### src/rtl/mtx_pkg.sv
`timescale 1ns/1ps
package mtx_pkg;
   localparam int NUM_RATES = 5;
   localparam int BASE_BAUD = 57600;
   localparam int SEL_W     = 3;

   // rate for a table index, indices past the end use the fastest rate
   function automatic int baud_of(input int idx);
      int k;
      k = (idx > NUM_RATES - 1) ? NUM_RATES - 1 : idx;
      return BASE_BAUD << k;
   endfunction

   // rounded clock cycles per bit
   function automatic int div_of(input int clk_hz, input int idx);
      int b;
      b = baud_of(idx);
      return (clk_hz + b / 2) / b;
   endfunction
endpackage

### src/rtl/mtx_fifo.sv
`timescale 1ns/1ps
module mtx_fifo #(
   parameter int DEPTH = 16,
   parameter int OCC_W = 5
) (
   input  logic             clk,
   input  logic             rst_n,
   input  logic             wr_en,
   input  logic [7:0]       wr_data,
   input  logic             rd_en,
   output logic [7:0]       rd_data,
   output logic [OCC_W-1:0] occ
);
   localparam int PTR_W = $clog2(DEPTH);

   logic [7:0]       mem [DEPTH];
   logic [PTR_W-1:0] wr_ptr;
   logic [PTR_W-1:0] rd_ptr;

   assign rd_data = mem[rd_ptr];

   always_ff @(posedge clk) begin
      if (wr_en) mem[wr_ptr] <= wr_data;
   end

   always_ff @(posedge clk or negedge rst_n) begin
      if (!rst_n) begin
         wr_ptr <= '0;
         rd_ptr <= '0;
         occ    <= '0;
      end else begin
         if (wr_en) wr_ptr <= wr_ptr + 1'b1;
         if (rd_en) rd_ptr <= rd_ptr + 1'b1;
         case ({wr_en, rd_en})
            2'b10:   occ <= occ + 1'b1;
            2'b01:   occ <= occ - 1'b1;
            default: occ <= occ;
         endcase
      end
   end
endmodule

### src/rtl/mtx_admit.sv
`timescale 1ns/1ps
module mtx_admit #(
   parameter int DEPTH = 16,
   parameter int OCC_W = 5,
   parameter int LEN_W = 8,
   parameter int CNT_W = 16
) (
   input  logic             clk,
   input  logic             rst_n,
   input  logic             in_valid,
   input  logic             in_sop,
   input  logic             in_eop,
   input  logic [LEN_W-1:0] in_len,
   input  logic [7:0]       in_data,
   input  logic [OCC_W-1:0] occ,
   input  logic             guard,
   input  logic             drop_clear,
   output logic             wr_en,
   output logic [7:0]       wr_data,
   output logic [CNT_W-1:0] drop_count
);
   localparam logic [CNT_W-1:0] CNT_TOP = '1;

   logic [LEN_W-1:0] remaining;
   logic             opening;
   logic             fits;
   logic             cont_ok;
   logic             drop_ev;

   assign opening = in_valid & in_sop & ~guard;
   assign fits    = (in_len != '0) && (int'(in_len) <= DEPTH - int'(occ));
   assign cont_ok = in_valid & ~in_sop & (remaining != '0);
   assign drop_ev = opening & ~fits;
   assign wr_en   = (opening & fits) | cont_ok;
   assign wr_data = in_data;

   always_ff @(posedge clk or negedge rst_n) begin
      if (!rst_n) begin
         remaining <= '0;
      end else if (in_valid & in_eop & (opening | ~in_sop)) begin
         remaining <= '0;
      end else if (opening) begin
         remaining <= fits ? in_len - 1'b1 : '0;
      end else if (cont_ok) begin
         remaining <= remaining - 1'b1;
      end
   end

   always_ff @(posedge clk or negedge rst_n) begin
      if (!rst_n) begin
         drop_count <= '0;
      end else if (drop_clear) begin
         drop_count <= '0;
      end else if (drop_ev && drop_count != CNT_TOP) begin
         drop_count <= drop_count + 1'b1;
      end
   end
endmodule

### src/rtl/mtx_rate_ctl.sv
`timescale 1ns/1ps
module mtx_rate_ctl
   import mtx_pkg::*;
#(
   parameter int CLK_HZ       = 250_000_000,
   parameter int GUARD_CYCLES = 25_000_000,
   parameter int INIT_SEL     = 0,
   parameter int DIV_W        = 13,
   parameter int GUARD_W      = 25
) (
   input  logic             clk,
   input  logic             rst_n,
   input  logic [SEL_W-1:0] baud_sel,
   input  logic             baud_apply,
   input  logic             ser_idle,
   output logic [DIV_W-1:0] div,
   output logic             guard_active,
   output logic             hold
);
   logic [DIV_W-1:0]   div_tab [NUM_RATES];
   logic [SEL_W-1:0]   cur_idx;
   logic [SEL_W-1:0]   req_idx;
   logic [GUARD_W-1:0] guard_cnt;
   logic               pending;
   logic               apply_now;

   for (genvar g = 0; g < NUM_RATES; g++) begin : g_rate
      assign div_tab[g] = DIV_W'(div_of(CLK_HZ, g));
   end

   assign req_idx      = (int'(baud_sel) >= NUM_RATES) ? SEL_W'(NUM_RATES - 1) : baud_sel;
   assign div          = div_tab[cur_idx];
   assign apply_now    = (baud_apply | pending) & ser_idle;
   assign guard_active = (guard_cnt != '0);
   assign hold         = pending | baud_apply | guard_active;

   always_ff @(posedge clk or negedge rst_n) begin
      if (!rst_n) begin
         cur_idx   <= SEL_W'(INIT_SEL);
         guard_cnt <= '0;
         pending   <= 1'b0;
      end else if (apply_now) begin
         cur_idx   <= req_idx;
         guard_cnt <= GUARD_W'(GUARD_CYCLES);
         pending   <= 1'b0;
      end else begin
         if (baud_apply)   pending   <= 1'b1;
         if (guard_active) guard_cnt <= guard_cnt - 1'b1;
      end
   end
endmodule

### src/rtl/mtx_serial.sv
`timescale 1ns/1ps
module mtx_serial #(
   parameter int DIV_W = 13
) (
   input  logic             clk,
   input  logic             rst_n,
   input  logic [DIV_W-1:0] div,
   input  logic             start_ok,
   input  logic [7:0]       data,
   output logic             pop,
   output logic             busy,
   output logic             txd
);
   localparam int FRAME_BITS = 10;
   localparam int IDX_W      = $clog2(FRAME_BITS);

   logic [FRAME_BITS-1:0] sh;
   logic [IDX_W-1:0]      bit_idx;
   logic [DIV_W-1:0]      tick;

   assign pop = ~busy & start_ok;

   always_ff @(posedge clk or negedge rst_n) begin
      if (!rst_n) begin
         sh      <= '1;
         bit_idx <= '0;
         tick    <= '0;
         busy    <= 1'b0;
         txd     <= 1'b1;
      end else if (pop) begin
         sh      <= {1'b1, data, 1'b0};
         bit_idx <= '0;
         tick    <= div - 1'b1;
         busy    <= 1'b1;
         txd     <= 1'b0;
      end else if (busy) begin
         if (tick == '0) begin
            if (int'(bit_idx) == FRAME_BITS - 1) begin
               busy <= 1'b0;
               txd  <= 1'b1;
            end else begin
               bit_idx <= bit_idx + 1'b1;
               sh      <= {1'b1, sh[FRAME_BITS-1:1]};
               txd     <= sh[1];
               tick    <= div - 1'b1;
            end
         end else begin
            tick <= tick - 1'b1;
         end
      end
   end
endmodule

### src/rtl/msg_uart_tx.sv
`timescale 1ns/1ps
module msg_uart_tx
   import mtx_pkg::*;
#(
   parameter int CLK_HZ       = 250_000_000,
   parameter int GUARD_CYCLES = CLK_HZ / 10,
   parameter int INIT_SEL     = 0,
   parameter int DEPTH        = 16,
   parameter int LEN_W        = 8,
   parameter int CNT_W        = 16
) (
   input  logic             clk,
   input  logic             rst_n,
   input  logic             in_valid,
   input  logic             in_sop,
   input  logic             in_eop,
   input  logic [LEN_W-1:0] in_len,
   input  logic [7:0]       in_data,
   input  logic             drop_clear,
   input  logic [2:0]       baud_sel,
   input  logic             baud_apply,
   output logic             txd,
   output logic             tx_busy,
   output logic             guard_active,
   output logic [CNT_W-1:0] drop_count
);
   localparam int OCC_W   = $clog2(DEPTH + 1);
   localparam int DIV_W   = $clog2(div_of(CLK_HZ, 0) + 1);
   localparam int GUARD_W = $clog2(GUARD_CYCLES + 1);

   if (DEPTH < 2 || (DEPTH & (DEPTH - 1)) != 0) begin : g_bad_depth
      $error("DEPTH must be a power of two, at least 2");
   end
   if (div_of(CLK_HZ, NUM_RATES - 1) < 2) begin : g_bad_clk
      $error("CLK_HZ too low for the fastest rate");
   end
   if (GUARD_CYCLES < 1) begin : g_bad_guard
      $error("GUARD_CYCLES must be at least 1");
   end
   if (LEN_W < OCC_W) begin : g_bad_len
      $error("LEN_W cannot express DEPTH");
   end
   if (INIT_SEL < 0 || INIT_SEL >= NUM_RATES) begin : g_bad_init
      $error("INIT_SEL out of range");
   end
   if (CNT_W < 1) begin : g_bad_cnt
      $error("CNT_W must be positive");
   end

   logic             wr_en;
   logic [7:0]       wr_data;
   logic             pop;
   logic [7:0]       head;
   logic [OCC_W-1:0] occ_w;
   logic [DIV_W-1:0] div_w;
   logic             hold;

   mtx_admit #(
      .DEPTH(DEPTH), .OCC_W(OCC_W), .LEN_W(LEN_W), .CNT_W(CNT_W)
   ) u_admit (
      .clk(clk), .rst_n(rst_n),
      .in_valid(in_valid), .in_sop(in_sop), .in_eop(in_eop),
      .in_len(in_len), .in_data(in_data),
      .occ(occ_w), .guard(guard_active), .drop_clear(drop_clear),
      .wr_en(wr_en), .wr_data(wr_data), .drop_count(drop_count)
   );

   mtx_fifo #(
      .DEPTH(DEPTH), .OCC_W(OCC_W)
   ) u_fifo (
      .clk(clk), .rst_n(rst_n),
      .wr_en(wr_en), .wr_data(wr_data),
      .rd_en(pop), .rd_data(head), .occ(occ_w)
   );

   mtx_rate_ctl #(
      .CLK_HZ(CLK_HZ), .GUARD_CYCLES(GUARD_CYCLES), .INIT_SEL(INIT_SEL),
      .DIV_W(DIV_W), .GUARD_W(GUARD_W)
   ) u_rate (
      .clk(clk), .rst_n(rst_n),
      .baud_sel(baud_sel), .baud_apply(baud_apply), .ser_idle(~tx_busy),
      .div(div_w), .guard_active(guard_active), .hold(hold)
   );

   mtx_serial #(
      .DIV_W(DIV_W)
   ) u_ser (
      .clk(clk), .rst_n(rst_n),
      .div(div_w), .start_ok((occ_w != '0) & ~hold), .data(head),
      .pop(pop), .busy(tx_busy), .txd(txd)
   );
endmodule

### config.mk
export PLATFORM = sky130hd
export DESIGN_NAME = msg_uart_tx
export DESIGN_NICKNAME = d
export VERILOG_FILES = /design/src/rtl/mtx_pkg.sv /design/src/rtl/mtx_fifo.sv /design/src/rtl/mtx_admit.sv /design/src/rtl/mtx_rate_ctl.sv /design/src/rtl/mtx_serial.sv /design/src/rtl/msg_uart_tx.sv
export SDC_FILE = /design/constraint.sdc
export NUM_CORES = 1
export LEC_CHECK = 0
export ABC_AREA = 1
export BUFFER_PORTS_ARGS = -buffer_cell sky130_fd_sc_hd__buf_2
export CAP_MARGIN = 15
export CORE_ASPECT_RATIO = 0.75
export CORE_UTILIZATION = 54
export CTS_BUF_LIST = sky130_fd_sc_hd__clkbuf_16
export DETAILED_ROUTE_END_ITERATION = 12
export PLACE_DENSITY = 0.71
export SYNTH_ARGS = -nofsm -noshare
export SYNTH_HDL_FRONTEND = slang
export SYNTH_SLANG_ARGS = --single-unit
### constraint.sdc
create_clock -name clk -period 6.6 [get_ports clk]
set_input_delay 0.33 -clock clk [delete_from_list [all_inputs] [get_ports clk]]
set_output_delay 0.33 -clock clk [all_outputs]
set_load 0.02 [all_outputs]
* Word level (Yosys, flattened, before mapping)
Memories as Yosys holds them, arrays and structs flattened.
Cells that the tools add are included.
** Operators by class
- $add $sub $neg :: 12
- Reductions and logical operators :: 17
- Bitwise logic cells :: 21
- Eq/ne operators :: 6
- Multiplexer cells :: 36
- Order comparisons :: 3
** Operators with widths (count)
- $mux 13 :: 6
- $mux 25 :: 2
- $mux 10 :: 4
- $le 9x32->1 :: 1
- $mux 16 :: 2
- $mux 8 :: 4
- $sub 13x1->13 const B :: 2
- $reduce_bool 25->1 :: 1
- $sub 25x1->25 const B :: 1
- $add 16x1->16 const B :: 1
- $mux 4 :: 4
- $ne 16x16->1 const B :: 1
- $reduce_bool 8->1 :: 2
- $sub 8x1->8 const B :: 2
- $logic_not 13->1 :: 1
- $add 4x1->4 const B :: 3
- $mux 1 :: 12
- $reduce_bool 2->1 :: 6
- $and 1x1->1 :: 11
- $pmux 5 s2 :: 1
- $sub 5x5->6 const A :: 1
- $add 5x1->5 const B :: 1
- $not 1->1 :: 5
- $reduce_bool 5->1 :: 1
- 15 further kinds :: 20
** Word-level totals
- Memories kept :: 2
- Input port bits :: 26
- Bits in registers :: 95
- ROM bits :: 104
- Word-level logic and storage cells :: 110
- Memory bits (writable) :: 128
- Output and inout port bits :: 19
** Memories
- u_fifo.mem :: depth 16, bits a word 8, read ports 1, clocked after memory_dff 0, wr ports 1, RTL line mtx_fifo.sv:16 : logic [7:0] mem [DEPTH];
- (name not given) :: depth 8, bits a word 13, read ports 1, clocked after memory_dff 0, wr ports 0, RTL line mtx_rate_ctl.sv:32 : assign div = div_tab[cur_idx];

* Depth between registers and ports, before layout
- Depth in word-level cells :: 9
- Mapped depth :: 26

* Cells and area by module
Synthesis repeated with hierarchy kept, for this count alone.
** Unflattened totals
- Cells, all modules :: 1390
- Area, all modules :: 12210.5 sq um
** By module, submodules not included
- mtx_fifo :: cells each 512, times used 1, area each 5978.2 sq um
- mtx_admit :: cells each 321, times used 1, area each 2282.2 sq um
- mtx_serial :: cells each 288, times used 1, area each 1963.1 sq um
- mtx_rate_ctl :: cells each 261, times used 1, area each 1955.6 sq um
- msg_uart_tx :: cells each 8, times used 1, area each 31.3 sq um

* Worst setup path before layout
No wires, ideal clock.
- Kind :: reg2reg
- Start point :: register u_fifo.occ[0]
- End point :: register u_fifo.occ[4]
- Stages on the path, launching flop included :: 27
- Arrival :: 3.391 ns
- Required time :: 6.474 ns
- Setup slack :: 3.083 ns
- Clock period less this slack :: 3.517 ns
- Setup time :: 0.126 ns
- Cell sequence :: dfrtp_1 > inv_1 > ha_1 > nand2_1 > nor2_1 > ha_1 > ha_1 > nand2_1 > nor2_1 > nand2_1 > nand2_1 > nand2_1 > nand2_2 > nor2_1 > nor2_1 > buf_2 > ha_1 > xor2_1 > ha_1 > inv_1 > nand2_1 > nand2_1 > nand2_1 > a21oi_1 > xor2_1 > nand2_1 > o21ai_0
** Between the ends
- Longest elaborated chain between the ends :: 7
** RTL lines
- start, declared :: RTL line mtx_fifo.sv:12 : output logic [OCC_W-1:0] occ
- start signal, assigned :: RTL line mtx_fifo.sv:35 : 2'b10: occ <= occ + 1'b1;
- start signal, assigned :: RTL line mtx_fifo.sv:36 : 2'b01: occ <= occ - 1'b1;
- $sub 5x5->6 :: RTL line mtx_admit.sv:31 : assign fits = (in_len != '0) && (int'(in_len) <= DEPTH - int'(occ));
- $le 9x32->1 :: RTL line mtx_admit.sv:31
- $logic_and 1x1->1 :: RTL line mtx_admit.sv:31
- $and 1x1->1 :: RTL line mtx_admit.sv:34 : assign wr_en = (opening & fits) | cont_ok;
- $or 1x1->1 :: RTL line mtx_admit.sv:34
- $eq 2x1->1 / $eq 2x2->1 (equally long branches) :: RTL line mtx_fifo.sv:34 : case ({wr_en, rd_en})
- $pmux 5 s2 / $reduce_bool 2->1 (equally long branches)
Parallel ways exist; a longest one is shown, timed or not.
A chain may end at the register's enable or synchronous reset.

* Worst setup path in the final report
Ends and elaborated chain as after synthesis.

==> out/metrics.yaml <==
cap_violations: 0
p_sw_frac: 0.221
setup_violations: 0
routed_wl_mm: 26.1
gr-usage-all-layers: 0.249
syn-mean-instance-area_sq_um: 8.87
crit_top_cell: "nand2_1"
grt-ovfl-total: 0
maxClockFrequency_ghz: 0.251
ys_warn_count: 0
clockPowerShare: 0.445
synth_cells: 1291
fp.dieH_um: 128
drt_iter0_markers: 991
place.gp.congestion: 0.924
clkTransAtPathRegs_ns: 0.06
grt_first_pass_wirelength_mm: 42.6
rr_startpoint: "u_fifo.occ[0]"
combPwrFrac: 0.050
drive_gt1_frac: 0.0957
core_sq_mm: 0.0205
grt_pass1_vias: 8159
rsz0062_at_grt: "false"
hold_ws_ns: 0.0266
dr.pass1.iters: 5
path_buf_inv: 3
floorplan.initialDensity: 0.559
synth_area_sq_mm: 0.0115
synth_seq_area_share: 0.540
synth_flop_cell: "edfxtp_1"
fin_worst_skew_ns: 0.0173
max_slew_margin: 0.328
area_growth_pct: 10.7
synthArstFlopShare: 0.421
crit_path_end_kind: "flip-flop"
ant_nets: 0
io_pins: 45
p_int_mw: 2.37
cts_resized: 0
cp_data_arrival_time_ns: 4.42
clock-sinks: 221
crit_chain: "inv_1 -> ha_1 -> nand2_1 -> nor2_1 -> ha_1 -> nor3_1 -> nand3_2 -> inv_1 -> ha_1 -> xor2_1 -> ha_1 -> inv_1 -> nand2_1 -> nand2_1 -> nand2_1 -> a21oi_1 -> xor2_1 -> nand2_1 -> o21ai_0"
required_ns: 7.04
synth_top_family_by_area: "simple AND/OR/NAND/NOR gates"
cpLargestDelayFamily: "simple AND/OR/NAND/NOR gates"
slowest_delay_ns: 0.58
synth_edf_count: 128
p_per_area_mw_per_mm2: 240
cts_tree: "yes"
dieWidth_um: 170
synth_xor_area_frac: 0.0436
yosys.area_share.adder: 0.0317
insertion_delay_ns: 0.51
path_class: "reg -> reg"
post-route-min-period_ns: 3.98
route.detailed.drc: 0
dp_hpwl_mm: 17.4
min_path_type: "in -> reg"
setup_tns_ns: 0
synthSimpleGateAreaFrac: 0.256
tightest_slew_ns: 1.00
startpoint: "u_fifo.occ[0]"
synth_compound_area_frac: 0.0739
finalHoldViolCount: 0
via_per_inst: 5.48
cp-start-kind: "flip-flop"
dieArea_sq_mm: 0.0218
power_frac_seq: 0.505
cts-root-buf: "clkbuf_16"
rows: 45
p_leak_nw: 5.41
cts_buffers: 22
antenna_found_initial: 0
path_max_fanout: 31
min_from: "baud_sel[1]"
grt_max_degree: 73
slowest_stage: "inv_1"
antenna_cells: 0
htree_num_levels: 1
peakVddDrop_uv: 221
fin_nets: 1376
synth_cell_types: 42
vias: 8869
finalMaxSlewViolations: 0
avgRoutedWirePerCell_um: 16.1
io_buffers: 44
synth_fp_nets: 1346
yosys_register_bits: 221
synthMuxAreaShare: 0
outcome: "complete, no violations"
p_switching_mw: 0.674
cts_max_path_buffers: 3
period_share: 0.603
sequential cells by signal (all words and copies together) (netlist names):
signal,flops
u_fifo.mem,128
u_rate.cur_idx,3
u_admit.remaining,8
u_rate.guard_cnt,25
u_rate.pending,1
u_fifo.wr_ptr,4
u_ser.busy,1
u_fifo.occ,5
u_ser.txd,1
u_ser.tick,13
u_admit.drop_count,16
u_ser.bit_idx,4
u_ser.sh,8
u_fifo.rd_ptr,4
synth_stat cells (3+ instances only):
cell | n | area (sq um)
a21oi_1 | 13 | 65.1
buf_2 | 10 | 50.1
clkbuf_1 | 31 | 116
dfrtp_1 | 84 | 2100
dfstp_2 | 9 | 236
edfxtp_1 | 128 | 3840
ha_1 | 29 | 363
inv_1 | 107 | 402
inv_2 | 5 | 18.8
nand2_1 | 279 | 1050
nand2_2 | 4 | 25.0
nand2_4 | 4 | 45.0
nand3_1 | 120 | 601
nand3b_1 | 3 | 22.5
nand4_1 | 19 | 119
nor2_1 | 200 | 751
nor2_2 | 6 | 37.5
nor2_4 | 5 | 56.3
nor3_1 | 22 | 110
o211ai_1 | 21 | 158
o21ai_0 | 95 | 475
o21ai_1 | 3 | 15.0
o22ai_1 | 14 | 87.6
or2_2 | 3 | 18.8
xnor2_1 | 13 | 114
xor2_1 | 44 | 385
cells in the final DEF (no fill, tap or decap), types with 3 or more instances in the layout:
master and n:
dfstp_2 9, dfrtp_1 83, a21oi_1 13, buf_4 7, xor2_1 44, bufinv_16 5
nand2_2 4, nor2_4 5, xnor2_1 13, ha_1 29, or2_2 3, nor2_2 6
nand2_1 279, inv_2 5, o21ai_1 3, o211ai_1 21, nand3_1 120, nor3_1 22
clkbuf_16 23, nand2_4 4, nand3b_1 3, nor2_1 200, buf_2 43, clkinv_2 3
edfxtp_1 128, o22ai_1 14, inv_1 111, nand4_1 19, o21ai_0 95
worst paths after layout:
check                                        to  slack, ns  cells past startpoint
setup / recovery                  u_fifo.occ[4]       2.62                     19
hold / removal                u_rate.cur_idx[1]       0.03                      3
setup reg to reg                  u_fifo.occ[4]       2.62                     19
hold reg to reg            u_admit.remaining[1]       0.48                      2
max in group asynchronous      u_fifo.wr_ptr[1]       5.15                      3
min in group asynchronous      u_fifo.rd_ptr[2]       0.27                      2
timing repair:
action	in CTS	in global routing
setup endpoints to repair	0	0
hold buffers	1	0
buffers inserted	0	0
endpoints found under the hold margin	16	0
worst reg2reg max path, cell delays in order, from the launching register on:
cell and delay (ns):
dfrtp_1 0.46, inv_1 0.10, ha_1 0.24, nand2_1 0.08, nor2_1 0.04, ha_1 0.25, nor3_1 0.24, nand3_2 0.55
inv_1 0.58, ha_1 0.36, xor2_1 0.12, ha_1 0.19, inv_1 0.06, nand2_1 0.05, nand2_1 0.08, nand2_1 0.05
a21oi_1 0.16, xor2_1 0.17, nand2_1 0.06, o21ai_0 0.06
power by group through the flow:
stage	Clock, mW	Combinational (mW)	Sequential, mW
floorplan	0	0.0976	1.56
global placement	0	0.147	1.57
detailed placement	0	0.151	1.57
CTS	1.37	0.153	1.54
global route	1.43	0.173	1.54
finish	1.36	0.152	1.54
final cells by class:
type                    instances  area [sq um]
repair buffers                 51           278
well taps                     282           353
clock inverters                17           214
fillers                      1729          7820
flip-flops and latches        221          6180
clock buffers                  23           576
multi-input cells             911          4640
inverters                     114           428
metal layers:
metal	routed length, um	track usage	vias up	share of wire
li1	-	-	4353	-
met1	12800	0.393	4201	0.49
met2	11300	0.368	286	0.43
met3	1610	0.0287	29	0.062
met4	422	0.0530	0	0.016
met5	0	0	-	0
cells by family after synthesis:
logic type                 Yosys count
AOI/OAI and AO/OA                  152
xor gates and xnor gates            57
adders and majority gates           29
buffers and inverters              159
DFF                                221
and+or+nand+nor                    673
stage by stage:
| stage | util | cell area, sq um | power, mW | instances | setup WS [ns] |
|---|---|---|---|---|---|
| after floorplan | - | 11500 | 1.65 | 1291 | 3.08 |
| after global placement | 0.579 | 11900 | 1.71 | 1578 | 2.81 |
| after detailed placement | 0.579 | 11900 | 1.72 | 1578 | 2.65 |
| after CTS | 0.618 | 12700 | 3.06 | 1619 | 2.63 |
| after global routing | 0.618 | 12700 | 3.14 | 1619 | 2.22 |
| final | 0.618 | 12700 | 3.05 | 1619 | 2.62 |
No activity file was read; power rests on OpenSTA's default activity.
